**src/rtl/dseq_pkg.sv**
```systemverilog
package dseq_pkg;
  typedef enum logic [1:0] {
    XM_P2M = 2'd0,
    XM_M2P = 2'd1,
    XM_M2M = 2'd2,
    XM_RSV = 2'd3
  } xmode_e;

  typedef enum logic [2:0] {
    PH_OFF,
    PH_WAIT,
    PH_PRD,
    PH_PWR,
    PH_MRD,
    PH_MWR
  } phase_e;

  typedef enum logic [1:0] {
    FC_HOLD,
    FC_CLR,
    FC_ADD,
    FC_SUB
  } fill_op_e;
endpackage

```
**src/rtl/dseq_cfg_chk.sv**
```systemverilog
module dseq_cfg_chk
  import dseq_pkg::*;
#(
  parameter int CW = 8
) (
  input  xmode_e          mode,
  input  logic [CW-1:0]   chunk,
  input  logic [CW-1:0]   burst,
  input  logic            en_src,
  input  logic            en_dst,
  output logic            cfg_err,
  output logic            done_honor
);
  logic [CW-1:0] rem;
  logic          size_bad;
  logic          en_bad;

  always_comb begin
    rem = '0;
    if (chunk != '0) rem = burst % chunk;
    size_bad = (chunk == '0) || (burst == '0) || (rem != '0);
    case (mode)
      XM_P2M:  en_bad = en_dst;
      XM_M2P:  en_bad = en_src;
      XM_M2M:  en_bad = en_src | en_dst;
      default: en_bad = 1'b1;
    endcase
    cfg_err    = size_bad | en_bad;
    done_honor = ((mode == XM_P2M) && en_src) || ((mode == XM_M2P) && en_dst);
  end
endmodule

```
**src/rtl/dseq_req_latch.sv**
```systemverilog
module dseq_req_latch (
  input  logic clk,
  input  logic rst_n,
  input  logic armed,
  input  logic dreq,
  input  logic done_in,
  input  logic honor,
  input  logic take,
  output logic pend,
  output logic done_lat
);
  // One-deep request queue; requests after termination are not queued.
  always_ff @(posedge clk) begin
    if (!rst_n || !armed) begin
      pend     <= 1'b0;
      done_lat <= 1'b0;
    end else begin
      pend     <= (pend & ~take) | (dreq & ~done_lat);
      done_lat <= done_lat | (done_in & honor);
    end
  end
endmodule

```
**src/rtl/dseq_fill_ctr.sv**
```systemverilog
module dseq_fill_ctr
  import dseq_pkg::*;
#(
  parameter int CW = 8
) (
  input  logic          clk,
  input  logic          rst_n,
  input  fill_op_e      op,
  input  logic [CW-1:0] amt,
  output logic [CW-1:0] fill
);
  always_ff @(posedge clk) begin
    if (!rst_n) begin
      fill <= '0;
    end else begin
      case (op)
        FC_CLR:  fill <= '0;
        FC_ADD:  fill <= fill + amt;
        FC_SUB:  fill <= fill - amt;
        default: fill <= fill;
      endcase
    end
  end
endmodule

```
**src/rtl/dseq_top.sv**
```systemverilog
module dseq_top
  import dseq_pkg::*;
#(
  parameter int CW = 8
) (
  input  logic          clk,
  input  logic          rst_n,
  input  logic [1:0]    cfg_mode,
  input  logic [CW-1:0] cfg_chunk,
  input  logic [CW-1:0] cfg_burst,
  input  logic          cfg_done_src,
  input  logic          cfg_done_dst,
  input  logic          arm,
  input  logic          dreq,
  input  logic          done_in,
  output logic          dack,
  output logic          req_valid,
  input  logic          req_ready,
  output logic          req_write,
  output logic          req_periph,
  output logic [CW-1:0] req_bytes,
  output logic          armed,
  output logic          stop_pulse,
  output logic          cfg_err
);
  localparam int SW = CW + 1;

  xmode_e        mode;
  phase_e        ph, ph_n, svc_ph;
  logic          stop_n;
  logic          honor, pend, done_lat, take, fin;
  fill_op_e      fop;
  logic [CW-1:0] famt, fill;
  logic [SW-1:0] fill_after_rd;

  assign mode = xmode_e'(cfg_mode);

  dseq_cfg_chk #(.CW(CW)) u_cfg (
    .mode(mode), .chunk(cfg_chunk), .burst(cfg_burst),
    .en_src(cfg_done_src), .en_dst(cfg_done_dst),
    .cfg_err(cfg_err), .done_honor(honor)
  );

  dseq_req_latch u_lat (
    .clk(clk), .rst_n(rst_n), .armed(armed), .dreq(dreq),
    .done_in(done_in), .honor(honor), .take(take),
    .pend(pend), .done_lat(done_lat)
  );

  dseq_fill_ctr #(.CW(CW)) u_fill (
    .clk(clk), .rst_n(rst_n), .op(fop), .amt(famt), .fill(fill)
  );

  assign armed         = (ph != PH_OFF);
  assign fin           = req_valid & req_ready;
  assign fill_after_rd = {1'b0, fill} + {1'b0, cfg_chunk};

  // Phase chosen when a queued request is taken
  always_comb begin
    case (mode)
      XM_P2M:  svc_ph = PH_PRD;
      XM_M2P:  svc_ph = (fill >= cfg_chunk) ? PH_PWR : PH_MRD;
      default: svc_ph = PH_MRD;
    endcase
  end

  always_comb begin
    ph_n   = ph;
    stop_n = 1'b0;
    take   = 1'b0;
    case (ph)
      PH_OFF: if (arm && !cfg_err) ph_n = PH_WAIT;
      PH_WAIT: begin
        if (pend) begin
          ph_n = svc_ph;
          take = 1'b1;
        end else if (done_lat) begin
          if (mode == XM_P2M && fill != '0) begin
            ph_n = PH_MWR;
          end else begin
            ph_n   = PH_OFF;
            stop_n = 1'b1;
          end
        end
      end
      PH_PRD: if (fin) ph_n = (fill_after_rd >= {1'b0, cfg_burst}) ? PH_MWR : PH_WAIT;
      PH_PWR: if (fin) ph_n = PH_WAIT;
      PH_MRD: if (fin) ph_n = (mode == XM_M2M) ? PH_MWR : PH_PWR;
      PH_MWR: if (fin) ph_n = PH_WAIT;
      default: ph_n = PH_OFF;
    endcase
  end

  always_comb begin
    fop  = FC_HOLD;
    famt = cfg_chunk;
    case (ph)
      PH_OFF: fop = FC_CLR;
      PH_PRD: if (fin) fop = FC_ADD;
      PH_PWR: if (fin) fop = FC_SUB;
      PH_MRD: if (fin) begin fop = FC_ADD; famt = cfg_burst; end
      PH_MWR: if (fin) fop = FC_CLR;
      default: fop = FC_HOLD;
    endcase
  end

  always_ff @(posedge clk) begin
    if (!rst_n) begin
      ph         <= PH_OFF;
      stop_pulse <= 1'b0;
    end else begin
      ph         <= ph_n;
      stop_pulse <= stop_n;
    end
  end

  always_comb begin
    req_valid  = 1'b0;
    req_write  = 1'b0;
    req_periph = 1'b0;
    req_bytes  = '0;
    case (ph)
      PH_PRD: begin req_valid = 1'b1; req_periph = 1'b1; req_bytes = cfg_chunk; end
      PH_PWR: begin req_valid = 1'b1; req_periph = 1'b1; req_write = 1'b1; req_bytes = cfg_chunk; end
      PH_MRD: begin req_valid = 1'b1; req_bytes = cfg_burst; end
      PH_MWR: begin req_valid = 1'b1; req_write = 1'b1; req_bytes = fill; end
      default: ;
    endcase
  end

  assign dack = (ph == PH_PRD) || (ph == PH_PWR);
endmodule

```
**config.mk**
```make
export PLATFORM = sky130hd
export DESIGN_NAME = dseq_top
export DESIGN_NICKNAME = d
export VERILOG_FILES = /design/src/rtl/dseq_pkg.sv /design/src/rtl/dseq_cfg_chk.sv /design/src/rtl/dseq_req_latch.sv /design/src/rtl/dseq_fill_ctr.sv /design/src/rtl/dseq_top.sv
export SDC_FILE = /design/constraint.sdc
export NUM_CORES = 1
export LEC_CHECK = 0
export ABC_AREA = 0
export BUFFER_PORTS_ARGS = -buffer_cell sky130_fd_sc_hd__buf_2
export CAP_MARGIN = 20
export CELL_PAD_IN_SITES_DETAIL_PLACEMENT = 0
export CELL_PAD_IN_SITES_GLOBAL_PLACEMENT = 1
export CORE_MARGIN = 5
export CORE_UTILIZATION = 43
export CTS_BUF_LIST = sky130_fd_sc_hd__clkbuf_4 sky130_fd_sc_hd__clkbuf_8 sky130_fd_sc_hd__clkbuf_16
export DETAILED_ROUTE_END_ITERATION = 12
export PLACE_DENSITY = 0.77
export SKIP_LAST_GASP = 1
export SYNTH_ARGS = -nofsm -noshare
export SYNTH_HDL_FRONTEND = slang
export SYNTH_SLANG_ARGS = --single-unit
```
**constraint.sdc**
```tcl
create_clock -name clk -period 43 [get_ports clk]
set_clock_uncertainty 0.15 [all_clocks]
set_input_delay 6.45 -clock clk [delete_from_list [all_inputs] [get_ports clk]]
set_output_delay 6.45 -clock clk [all_outputs]
set_load 0.05 [all_outputs]
```
Word level (Yosys, flattened, before mapping)
Index checks and enable logic that the tools add are counted.

Register bits: 14. Input port bits: 26. Logic and storage cells: 93.

Add/subtract/negate cells: 3. Div/mod/pow operators: 1. Magnitude comparators: 2. Equal/unequal tests: 15. Multiplexer cells: 28. Bitwise gates (word level): 12. Reductions and logical operators: 27.

Operator list (number): $pmux 8 s3 (2); $mux 3 (10); $mux 8 (3); $reduce_bool 8->1 (3); $logic_not 8->1 (2); $pmux 3 s5 (1); $add 8x8->9 (1); $ge 9x8->1 (1); $add 8x8->8 (1); $ge 8x8->1 (1); $mod 8x8->8 (1); $pmux 2 s4 (1); $reduce_or 4->1 (2); $sub 8x8->8 (1); $mux 1 (7); $eq 2x2->1 const B (3); $eq 3x2->1 const B (2); $eq 3x3->1 const B (2); $ne 2x2->1 const B (3); $pmux 3 s2 (1); $reduce_bool 3->1 (2); $reduce_or 2->1 (3); $logic_or 1x1->1 (5); $reduce_and 5->1 (1); other kinds (13) (29).

Logic depth before layout (Yosys ltp)
Gate-level depths: netlist (run 1).

Depth in word-level cells: 9. Gate-level depth with buffers: 50.

By module
From an unflattened synthesis (run 1), not the netlist that was laid out.

Cells, all modules: 552. Area, all modules: 4165.2 um2.

By module, submodules not included: dseq_cfg_chk (times used 1, cells each 275, area each 1993.2 um2); dseq_top (times used 1, cells each 180, area each 1332.5 um2); dseq_fill_ctr (times used 1, cells each 89, area each 765.7 um2); dseq_req_latch (times used 1, cells each 8, area each 73.8 um2).

Worst setup path after synthesis (run 1)
No wires, ideal clock.

Kind: input -> output. From: in cfg_chunk[6]. To: out cfg_err. Data arrival time: 17.748 ns. Slack: 18.652 ns. Stages: 49. Buffers on the path: 2. Cell sequence: or3_1 -> buf_4 -> nor3_1 -> a21oi_1 -> ha_1 -> or4b_2 -> nand4_1 -> a22oi_1 -> ha_1 -> o211ai_1 -> a2111o_1 -> and3_1 -> or2_2 -> ha_1 -> o211ai_1 -> a21boi_0 -> o21a_1 -> mux2i_1 -> [13 not listed] -> or2_2 -> ha_1 -> nand2_1 -> a211oi_1 -> a22o_1 -> clkbuf_1 -> nor2_1 -> a21oi_1 -> inv_1 -> fa_1 -> nor2b_1 -> o21ai_0 -> a21oi_1 -> o311ai_0 -> nand2_1 -> nor3_1 -> and3b_1 -> a31oi_1.

Word-level cells in the longest chain between the ends: 5. Elaborated cells on any way between the ends: 8. Classes of those cells: div (1); mux (1); bitwise (1); reduce/logical (5).

Ends and longest elaborated chain: start, declared (RTL line dseq_top.sv:9) `input logic [CW-1:0] cfg_chunk,`; $mod 8x8->8 / $reduce_bool 8->1 (equally long branches) (RTL line dseq_cfg_chk.sv:20) `if (chunk != '0) rem = burst % chunk;`; $mux 8 (RTL line dseq_cfg_chk.sv:20); $reduce_bool 8->1 (RTL line dseq_cfg_chk.sv:21) `size_bad = (chunk == '0) || (burst == '0) || (rem != '0);`; $logic_or 1x1->1 * (RTL line dseq_cfg_chk.sv:21); $or 1x1->1 * (RTL line dseq_cfg_chk.sv:28) `cfg_err = size_bad | en_bad;`; end, declared (RTL line dseq_top.sv:24) `output logic cfg_err`.

Every way passes the cells marked *; elsewhere a longest branch is shown, timed or not.

Worst setup path after layout (run 1)
Same ends and word-level chain as after synthesis.

==> results of run 1 <==
layout make-up:
type	instances	area, µm²	area share
tap	133	166.4	0.03625
multi-input combinational	515	3750	0.8168
timing repair buffer	40	200.2	0.04361
clock buffer	4	55.05	0.01199
inverter	37	138.9	0.03025
sequential	14	280.3	0.06105
power groups by stage:
| stage | Combinational [mW] | Sequential, mW | Clock, mW |
|---|---|---|---|
| 2_1_floorplan | 0.0433 | 0.0133 | 0 |
| 3_3_place_gp | 0.0563 | 0.0133 | 0 |
| 3_5_place_dp | 0.0564 | 0.0133 | 0 |
| 4_1_cts | 0.0568 | 0.0130 | 0.0141 |
| 5_1_grt | 0.0645 | 0.0130 | 0.0146 |
| 6_report | 0.0577 | 0.0130 | 0.0137 |
stage by stage:
stage               hold slack [ns]  setup WS (ns)  area, µm²  power [mW]  utilization
floorplan                    0.3361          18.65       4269     0.05659            -
global placement             0.3609          18.06       4536     0.06954       0.4662
detailed placement           0.3687          17.64       4536     0.06967       0.4662
CTS                          0.3783          17.56       4591     0.08388       0.4718
global route                 0.3900          16.40       4591     0.09207       0.4718
finish                       0.3747          17.42       4591     0.08440       0.4718
registers in the layout (all words and copies together) (netlist names):
register	flops
u_fill.fill	8
ph	3
stop_pulse	1
u_lat.done_lat	1
u_lat.pend	1
metal layers:
metal,vias to the layer above,track usage
met5,-,0
met4,0,0.03295
met3,15,0.02466
met2,161,0.3457
met1,2112,0.3280
li1,2239,-
layout by cell type, fill, tap and decap left out, types with 10 or more instances in the layout:
cell | Yosys | routed
a21o_1 | 10 | 10
a21oi_1 | 42 | 42
a22oi_1 | 14 | 14
a31oi_1 | 13 | 13
buf_2 | 2 | 40
dfxtp_1 | 14 | 14
ha_1 | 73 | 73
inv_1 | 37 | 37
mux2i_1 | 11 | 11
nand2_1 | 38 | 38
nand2b_1 | 12 | 12
nor2_1 | 48 | 48
nor2b_1 | 21 | 21
nor3_1 | 16 | 16
o21ai_0 | 43 | 43
xnor2_1 | 13 | 13
xor2_1 | 15 | 15
final timing paths:
kind                       start              to  slack (ns)  cells after the start
setup reg to reg           ph[2]  u_fill.fill[7]       38.42                     18
hold reg to reg   u_lat.done_lat      stop_pulse        0.37                      1
hold / removal    u_lat.done_lat      stop_pulse        0.37                      1
setup / recovery    cfg_chunk[6]         cfg_err       17.42                     49
kinds of logic after synthesis:
group	count (synthesis)	share of synthesized area
AO/OA/AOI/OAI	197	0.3086
buffers and inverters	59	0.05598
flip-flops	14	0.06565
multiplexers	17	0.04162
adder cells (fa/ha/maj)	76	0.2280
AND/OR/NAND/NOR	197	0.2427
XOR/XNOR	28	0.05745
==> results.json, run 1 <==
{
  "status": "completed",
  "drt-initial-drc-count": 296,
  "grt_pass1_wl_um": 21230,
  "met2_wirelength_um": 5745,
  "die_h_um": 109.6,
  "wl_met1_um": 6243,
  "cp_data_required_time_ns": 36.40,
  "wl_per_cell_um": 17.65,
  "top_layer": "met4",
  "cp_data_arrival_time_ns": 18.98,
  "max_freq_ghz": 0.03909,
  "yosysMostFrequentCell": "ha_1",
  "htree_levels": 1,
  "start_util": 0.4388,
  "syn_to_final_growth_pct": 7.532,
  "period_minus_slack_ns": 25.58,
  "syn_inst": 588,
  "cp-end-kind": "output pin",
  "finalCritPeriodShare": 0.5949,
  "cts_hold_buf": 0,
  "core.rowCount": 36,
  "port_buffers": 40,
  "finalNonFillerCells": 743,
  "grt_start_max_net_pins": 28,
  "p_per_area_nw_per_um2": 18.39,
  "power.internal_mw": 0.04445,
  "hold_path.class": "reg -> reg",
  "cpMaxStageDelayCell": "or4b_2",
  "gp_congestion": 0.9520,
  "synth_nets": 690,
  "avgSynthCellArea_um2": 7.260,
  "avgViaCountPerCell": 6.093,
  "clock_tree.buffer_depth": 2,
  "drv_slew": 0,
  "cts_sinks": 14,
  "antenna_found_initial": 0,
  "seqPwrFrac": 0.154,
  "dieArea_um2": 12020,
  "gr-total-overflow": 0,
  "synth.distinct_cells": 73,
  "synth_top_cell_by_area": "ha_1",
  "io_pins": 41,
  "worst_slew_pin_slew_ns": 1.004,
  "cp_max_fo": 17,
  "slew_headroom": 0.3281,
  "dp_hpwl_um": 10650,
  "clkPwrFrac": 0.163,
  "cpLargestDelayFamily": "compound AO/OA/AOI/OAI gates",
  "path_clk_slew_ns": 0.07,
  "routed-wl-met3_um": 941,
  "ys_seq_elements": 14,
  "setup_tns_ns": 0,
  "antenna_left": 0,
  "ys_top_cells_by_area": "ha_1 (21%), dfxtp_1 (6.6%), o21ai_0 (5.0%)",
  "synth_top_area_frac": 0.2140,
  "grt_pass1_vias": 4227,
  "wl_um": 13110,
  "ctsResizeCount": 0,
  "dp_cells": 739,
  "crit_top_cell": "ha_1",
  "clk-insertion-delay-late_ns": 0.25,
  "critical_path_class": "in -> out",
  "grtUsageTotal": 0.2201,
  "ys_async_sr_fraction": 0,
  "cts_tree": "built",
  "num_vias": 4527,
  "p_sw_mw": 0.03995,
  "synth_enable_flop_cells": 0,
  "nets": 713,
  "drive_gt1_frac": 0.1115,
  "route.detailed.drc": 0,
  "p_leak_nw": 2.041,
  "antennaDiodeCount": 0,
  "max_stage_delay_ns": 0.62,
  "critPathLaunchType": "primary input",
  "cap_violations": 0,
  "peakVddDrop_v": 0.00001071,
  "fill_cells": 1055,
  "path_buf_inv": 4,
  "rsz0062_at_grt": "false",
  "dr.pass1.iters": 5,
  "core-area_um2": 9729,
  "synthTopCellsByCount": "ha_1 (73), nor2_1 (48), o21ai_0 (43), a21oi_1 (42), nand2_1 (38)",
  "syn_area_um2": 4269,
  "finalSetupViolations": 0,
  "postCtsSetupBuffers": 0,
  "synthFlopType": "dfxtp_1",
  "finalHoldViolCount": 0,
  "yosysWarnings": 0,
  "swShare": 0.4733,
  "die_w_um": 109.6,
  "cts_buffers": 3,
  "root_buffer": "clkbuf_8",
  "yosysSeqAreaShare": 0.06565,
  "power_frac_comb": 0.683
}
Power figures use the tool's default switching activity.
==> run 2, diff against run 1 <==
==> constraint.sdc (replaced) <==
create_clock -name clk -period 24.7 [get_ports clk]
set_clock_uncertainty 0.15 [all_clocks]
set_input_delay 3.705 -clock clk [delete_from_list [all_inputs] [get_ports clk]]
set_output_delay 3.705 -clock clk [all_outputs]
set_load 0.05 [all_outputs]
==> run 2 against run 1 <==
Via count fell by 0.22%; combinational power grew 73%; sequential share of layout area unchanged; register-to-register slack worse by 18 ns; worst hold slack about the same; critical path depth unchanged; count of clock-buffer cells in the layout is the same; first-iteration DRC count rose by 13%; sequential power increased by 74%; non-clock buffer count is the same; final area unchanged.
==> results.json, run 2 (synthesis gave the netlist of run 1 again) <==
{
  "status": "completed",
  "die_h_um": 109.6,
  "cts_buffers": 3,
  "finalCritPeriodShare": 0.8189,
  "io_pins": 41,
  "critical_path_class": "in -> out",
  "power_frac_comb": 0.686,
  "root_buffer": "clkbuf_8",
  "cts_tree": "built",
  "seqPwrFrac": 0.155,
  "setup_slack_ns": 4.472,
  "grt_pass1_vias": 4165,
  "gp_congestion": 0.9522,
  "cpMaxStageDelayCell": "or4b_2",
  "layout_commonest_cell": "ha_1",
  "r2r_slack_ns": 20.12,
  "start_util": 0.4388,
  "cp_data_required_time_ns": 20.85,
  "dr.pass1.iters": 8,
  "port_buffers": 40,
  "antennaDiodeCount": 0,
  "die_w_um": 109.6,
  "syn_to_final_growth_pct": 7.532,
  "finalHoldViolCount": 0,
  "htree_levels": 1,
  "reg.largest.list": "u_fill.fill: 8 flops, ph: 3 flops",
  "worst_slew_pin_slew_ns": 1.001,
  "cts_sinks": 14,
  "swShare": 0.4712,
  "p_sw_mw": 0.06895,
  "antenna_left": 0,
  "dieArea_um2": 12020,
  "setup_tns_ns": 0,
  "drt-initial-drc-count": 333,
  "peakVddDrop_v": 0.00001857,
  "antenna_found_initial": 0,
  "hold_path.class": "reg -> reg",
  "ctsResizeCount": 0,
  "num_vias": 4517,
  "period_minus_slack_ns": 20.23,
  "max_stage_delay_ns": 0.63,
  "drive_gt1_frac": 0.1115,
  "core.rowCount": 36,
  "regMostFlops": "u_fill.fill",
  "gr-total-overflow": 0,
  "cts_hold_buf": 0,
  "cp_data_arrival_time_ns": 16.37,
  "grt_pass1_wl_um": 21130,
  "cp-end-kind": "output pin",
  "route.detailed.drc": 0,
  "path_clk_slew_ns": 0.06,
  "rsz0062_at_grt": "false",
  "largest_reg_flops": 8,
  "critPathLaunchType": "primary input",
  "cap_violations": 0,
  "clk-insertion-delay-late_ns": 0.25,
  "power.internal_mw": 0.07736,
  "clkPwrFrac": 0.159,
  "post-route-util": 0.4718,
  "wl_um": 13260,
  "place_ws_ns": 4.750,
  "clock_tree.buffer_depth": 2,
  "avgViaCountPerCell": 6.079,
  "grt_start_max_net_pins": 28,
  "wl_per_cell_um": 17.85,
  "postCtsSetupBuffers": 0,
  "p_per_area_nw_per_um2": 31.87,
  "p_leak_nw": 2.041,
  "grtUsageTotal": 0.2202,
  "drv_slew": 0,
  "crit_top_cell": "ha_1",
  "max_freq_ghz": 0.04944,
  "dp_hpwl_um": 10640,
  "cpLargestDelayFamily": "compound AO/OA/AOI/OAI gates",
  "fill_cells": 1026,
  "mostFrequentLayoutCells": "ha_1 (73), nor2_1 (48), o21ai_0 (43)",
  "nets": 713,
  "path_buf_inv": 4,
  "slew_headroom": 0.3304,
  "cp_max_fo": 17,
  "finalSetupViolations": 0,
  "core-area_um2": 9729
}
run 2: per-layer routing:
layer,track usage,part of all wire,up-vias
met2,0.3444,0.44,162
met1,0.3279,0.48,2104
li1,-,-,2235
met4,0.03295,0.015,0
met5,0,0,-
met3,0.02760,0.066,16
run 2: path summary, 6_finish.rpt:
path,start,endpoint,cells past startpoint
worst min register to register,u_lat.done_lat,stop_pulse,1
worst max register to register,ph[2],u_fill.fill[7],18
worst max-delay path,cfg_chunk[6],cfg_err,49
worst min-delay path,u_lat.done_lat,stop_pulse,1
run 2: per-stage QoR:
stage               hold WS [ns]  instances  power, mW  area (µm²)
global route              0.3955        743     0.1595        4591
detailed placement        0.3705        739     0.1210        4536
global placement          0.3609        739     0.1211        4536
floorplan                 0.3361        588    0.09851        4269
finish                    0.3749        743     0.1463        4591
CTS                       0.3786        743     0.1457        4591
run 2: cell type report:
cell class              count  area [µm²]  area share
multi-input cells         515        3750      0.8168
flip-flops and latches     14       280.3     0.06105
repair buffers             40       200.2     0.04361
well taps                 133       166.4     0.03625
inverters                  37       138.9     0.03025
clock buffers               4       55.05     0.01199
run 2: power groups by stage:
stage,combinational [mW],sequential (mW),clock (mW)
4_1_cts,0.0987,0.0226,0.0244
3_3_place_gp,0.0979,0.0231,0
3_5_place_dp,0.0979,0.0231,0
6_report,0.100,0.0226,0.0233
2_1_floorplan,0.0754,0.0231,0
5_1_grt,0.112,0.0226,0.0250
==> run 3, diff against run 2 <==
--- a/config.mk
+++ b/config.mk
@@ -11,7 +11,7 @@
 export CELL_PAD_IN_SITES_DETAIL_PLACEMENT = 0
 export CELL_PAD_IN_SITES_GLOBAL_PLACEMENT = 1
 export CORE_MARGIN = 5
-export CORE_UTILIZATION = 43
+export CORE_UTILIZATION = 41
 export CTS_BUF_LIST = sky130_fd_sc_hd__clkbuf_4 sky130_fd_sc_hd__clkbuf_8 sky130_fd_sc_hd__clkbuf_16
 export DETAILED_ROUTE_END_ITERATION = 12
 export PLACE_DENSITY = 0.77
==> constraint.sdc (replaced) <==
create_clock -name clk -period 17.9 [get_ports clk]
set_clock_uncertainty 0.15 [all_clocks]
set_input_delay 2.685 -clock clk [delete_from_list [all_inputs] [get_ports clk]]
set_output_delay 2.685 -clock clk [all_outputs]
set_load 0.05 [all_outputs]
==> run 3 against run 2 <==
Sequential share of layout area is 0.087 points lower; count of clock-buffer cells in the layout did not move; combinational power increased by 41%; clock power is 35% higher; worst hold slack improved by 0.016 ns; register-to-register slack worse by 6.9 ns; final cell count up 0.94%; first-iteration DRC count fell by 25%; critical endpoint unchanged; largest cell class unchanged; largest power group unchanged.
==> results.json, run 3 (synthesis gave the netlist of run 1 again) <==
{
  "status": "completed",
  "swShare": 0.4682,
  "critPathLaunchType": "primary input",
  "peakVddDrop_v": 0.00002038,
  "cts_tree": "built",
  "cts_sinks": 14,
  "finalSetupViolations": 0,
  "nets": 717,
  "wl_um": 13450,
  "cap_violations": 0,
  "r2r-start": "ph[2]",
  "drv_slew": 0,
  "clkPwrFrac": 0.154,
  "gr-total-overflow": 0,
  "power.internal_mw": 0.1082,
  "worst_slew_pin_slew_ns": 0.9099,
  "slew_headroom": 0.3926,
  "grtUsageTotal": 0.2087,
  "cts_buffers": 3,
  "fill_cells": 1076,
  "layout_commonest_cell": "ha_1",
  "r2r_slack_ns": 13.24,
  "rr_endpoint": "u_fill.fill[7]",
  "start_util": 0.4173,
  "p_per_area_nw_per_um2": 43.68,
  "period_minus_slack_ns": 17.14,
  "clk-insertion-delay-late_ns": 0.25,
  "mostFrequentLayoutCells": "ha_1 (73), nor2_1 (48), a21oi_1 (42), o21ai_0 (42), buf_2 (40)",
  "largest_reg_flops": 8,
  "grt_start_max_net_pins": 28,
  "syn_to_final_growth_pct": 9.086,
  "hold_path.class": "reg -> reg",
  "drive_gt1_frac": 0.1270,
  "clock_tree.buffer_depth": 2,
  "num_vias": 4534,
  "whs_path_depth": 1,
  "htree_levels": 1,
  "port_buffers": 40,
  "antennaDiodeCount": 0,
  "max_freq_ghz": 0.05833,
  "post-route-util": 0.4552,
  "p_leak_nw": 2.077,
  "dp_hpwl_um": 10750,
  "core-area_um2": 10230,
  "regMostFlops": "u_fill.fill",
  "reg.largest.list": "u_fill.fill: 8 flops, ph: 3 flops",
  "hp-start": "u_lat.done_lat",
  "whs_endpoint": "stop_pulse",
  "cp-end-kind": "output pin",
  "gp_congestion": 0.8842,
  "grt_pass1_vias": 4389,
  "dieArea_um2": 12550,
  "power_frac_comb": 0.692,
  "wl_per_cell_um": 17.94,
  "avgViaCountPerCell": 6.045,
  "cp_data_arrival_time_ns": 14.31,
  "antenna_found_initial": 0,
  "io_pins": 41,
  "finalCritPeriodShare": 0.9578,
  "cp_data_required_time_ns": 15.07,
  "grt_pass1_wl_um": 22050,
  "dr.pass1.iters": 6,
  "critical_path_class": "in -> out",
  "seqPwrFrac": 0.153,
  "antenna_left": 0,
  "core.rowCount": 37,
  "reg2reg_depth": 18,
  "route.detailed.drc": 0,
  "finalPower_mw": 0.2034,
  "max_stage_delay_ns": 0.62,
  "cp_max_fo": 10,
  "die_h_um": 112.0,
  "path_clk_slew_ns": 0.06,
  "cpMaxStageDelayCell": "or4b_2",
  "p_sw_mw": 0.09525,
  "drt-initial-drc-count": 251,
  "die_w_um": 112.0,
  "finalHoldViolCount": 0,
  "root_buffer": "clkbuf_8"
}
[run 3: cell count changes in the layout (fill, tap and decap cells not counted), sizes merged]
cell / change
buf: +4
[run 3: layout make-up]
class | instances | area, µm² | share of cell area
Clock buffer | 4 | 55.05 | 0.01182
Timing Repair Buffer | 44 | 230.2 | 0.04944
Tap cell | 136 | 170.2 | 0.03654
Sequential cell | 14 | 280.3 | 0.06018
Inverter | 37 | 138.9 | 0.02982
Multi-Input combinational cell | 515 | 3782 | 0.8122
[run 3: power by group through the flow]
| stage | clock [mW] | sequential (mW) | combinational, mW |
|---|---|---|---|
| after floorplan | 0 | 0.0319 | 0.104 |
| after global placement | 0 | 0.0319 | 0.136 |
| after detailed placement | 0 | 0.0319 | 0.137 |
| after CTS | 0.0323 | 0.0312 | 0.138 |
| after global routing | 0.0342 | 0.0312 | 0.156 |
| final | 0.0314 | 0.0312 | 0.141 |
[run 3: critical path: cells and delay by family]
kind / cells / cell delay (ns)
buffers and inverters: 4 / 0.64
AO/OA/AOI/OAI: 22 / 4.48
adder cells (fa/ha/maj): 7 / 2.46
AND/OR/NAND/NOR: 16 / 4.01
[run 3: stage by stage]
step | hold WS (ns) | instance area (µm²) | instances | worst slack [ns] | TNS [ns]
after floorplan | 0.3361 | 4269 | 588 | 1.082 | 0
after global placement | 0.3577 | 4562 | 745 | 0.7288 | 0
after detailed placement | 0.3846 | 4562 | 745 | 0.3174 | 0
after CTS | 0.3931 | 4617 | 749 | 0.2480 | 0
after global routing | 0.4132 | 4657 | 750 | -0.008390 | -0.008390
final | 0.3912 | 4657 | 750 | 0.7562 | 0
[run 3: worst max path at each step]
stage / from / endpoint / slack (ns) / cells past startpoint
after floorplan: cfg_chunk[6] / cfg_err / 1.08 / 49
after global placement: cfg_chunk[6] / cfg_err / 0.73 / 49
after detailed placement: cfg_chunk[6] / cfg_err / 0.32 / 49
after CTS: cfg_chunk[6] / cfg_err / 0.25 / 49
after global routing: cfg_chunk[6] / cfg_err / -0.008 / 49
final: cfg_chunk[6] / cfg_err / 0.76 / 49
[run 3: what timing repair did]
action | 4_1_cts | 5_1_grt
gates resized for setup | 0 | 9
buffers inserted | 0 | 0
hold buffers | 0 | 0
endpoints found under the setup margin | 0 | 1
[run 3: per-layer routing]
layer  vias to the layer above  track usage  share of wire
met5                         -            0              0
met4                         0      0.05449          0.024
met3                        24      0.02049          0.045
met2                       139       0.3425           0.45
met1                      2119       0.2935           0.48
li1                       2252            -              -
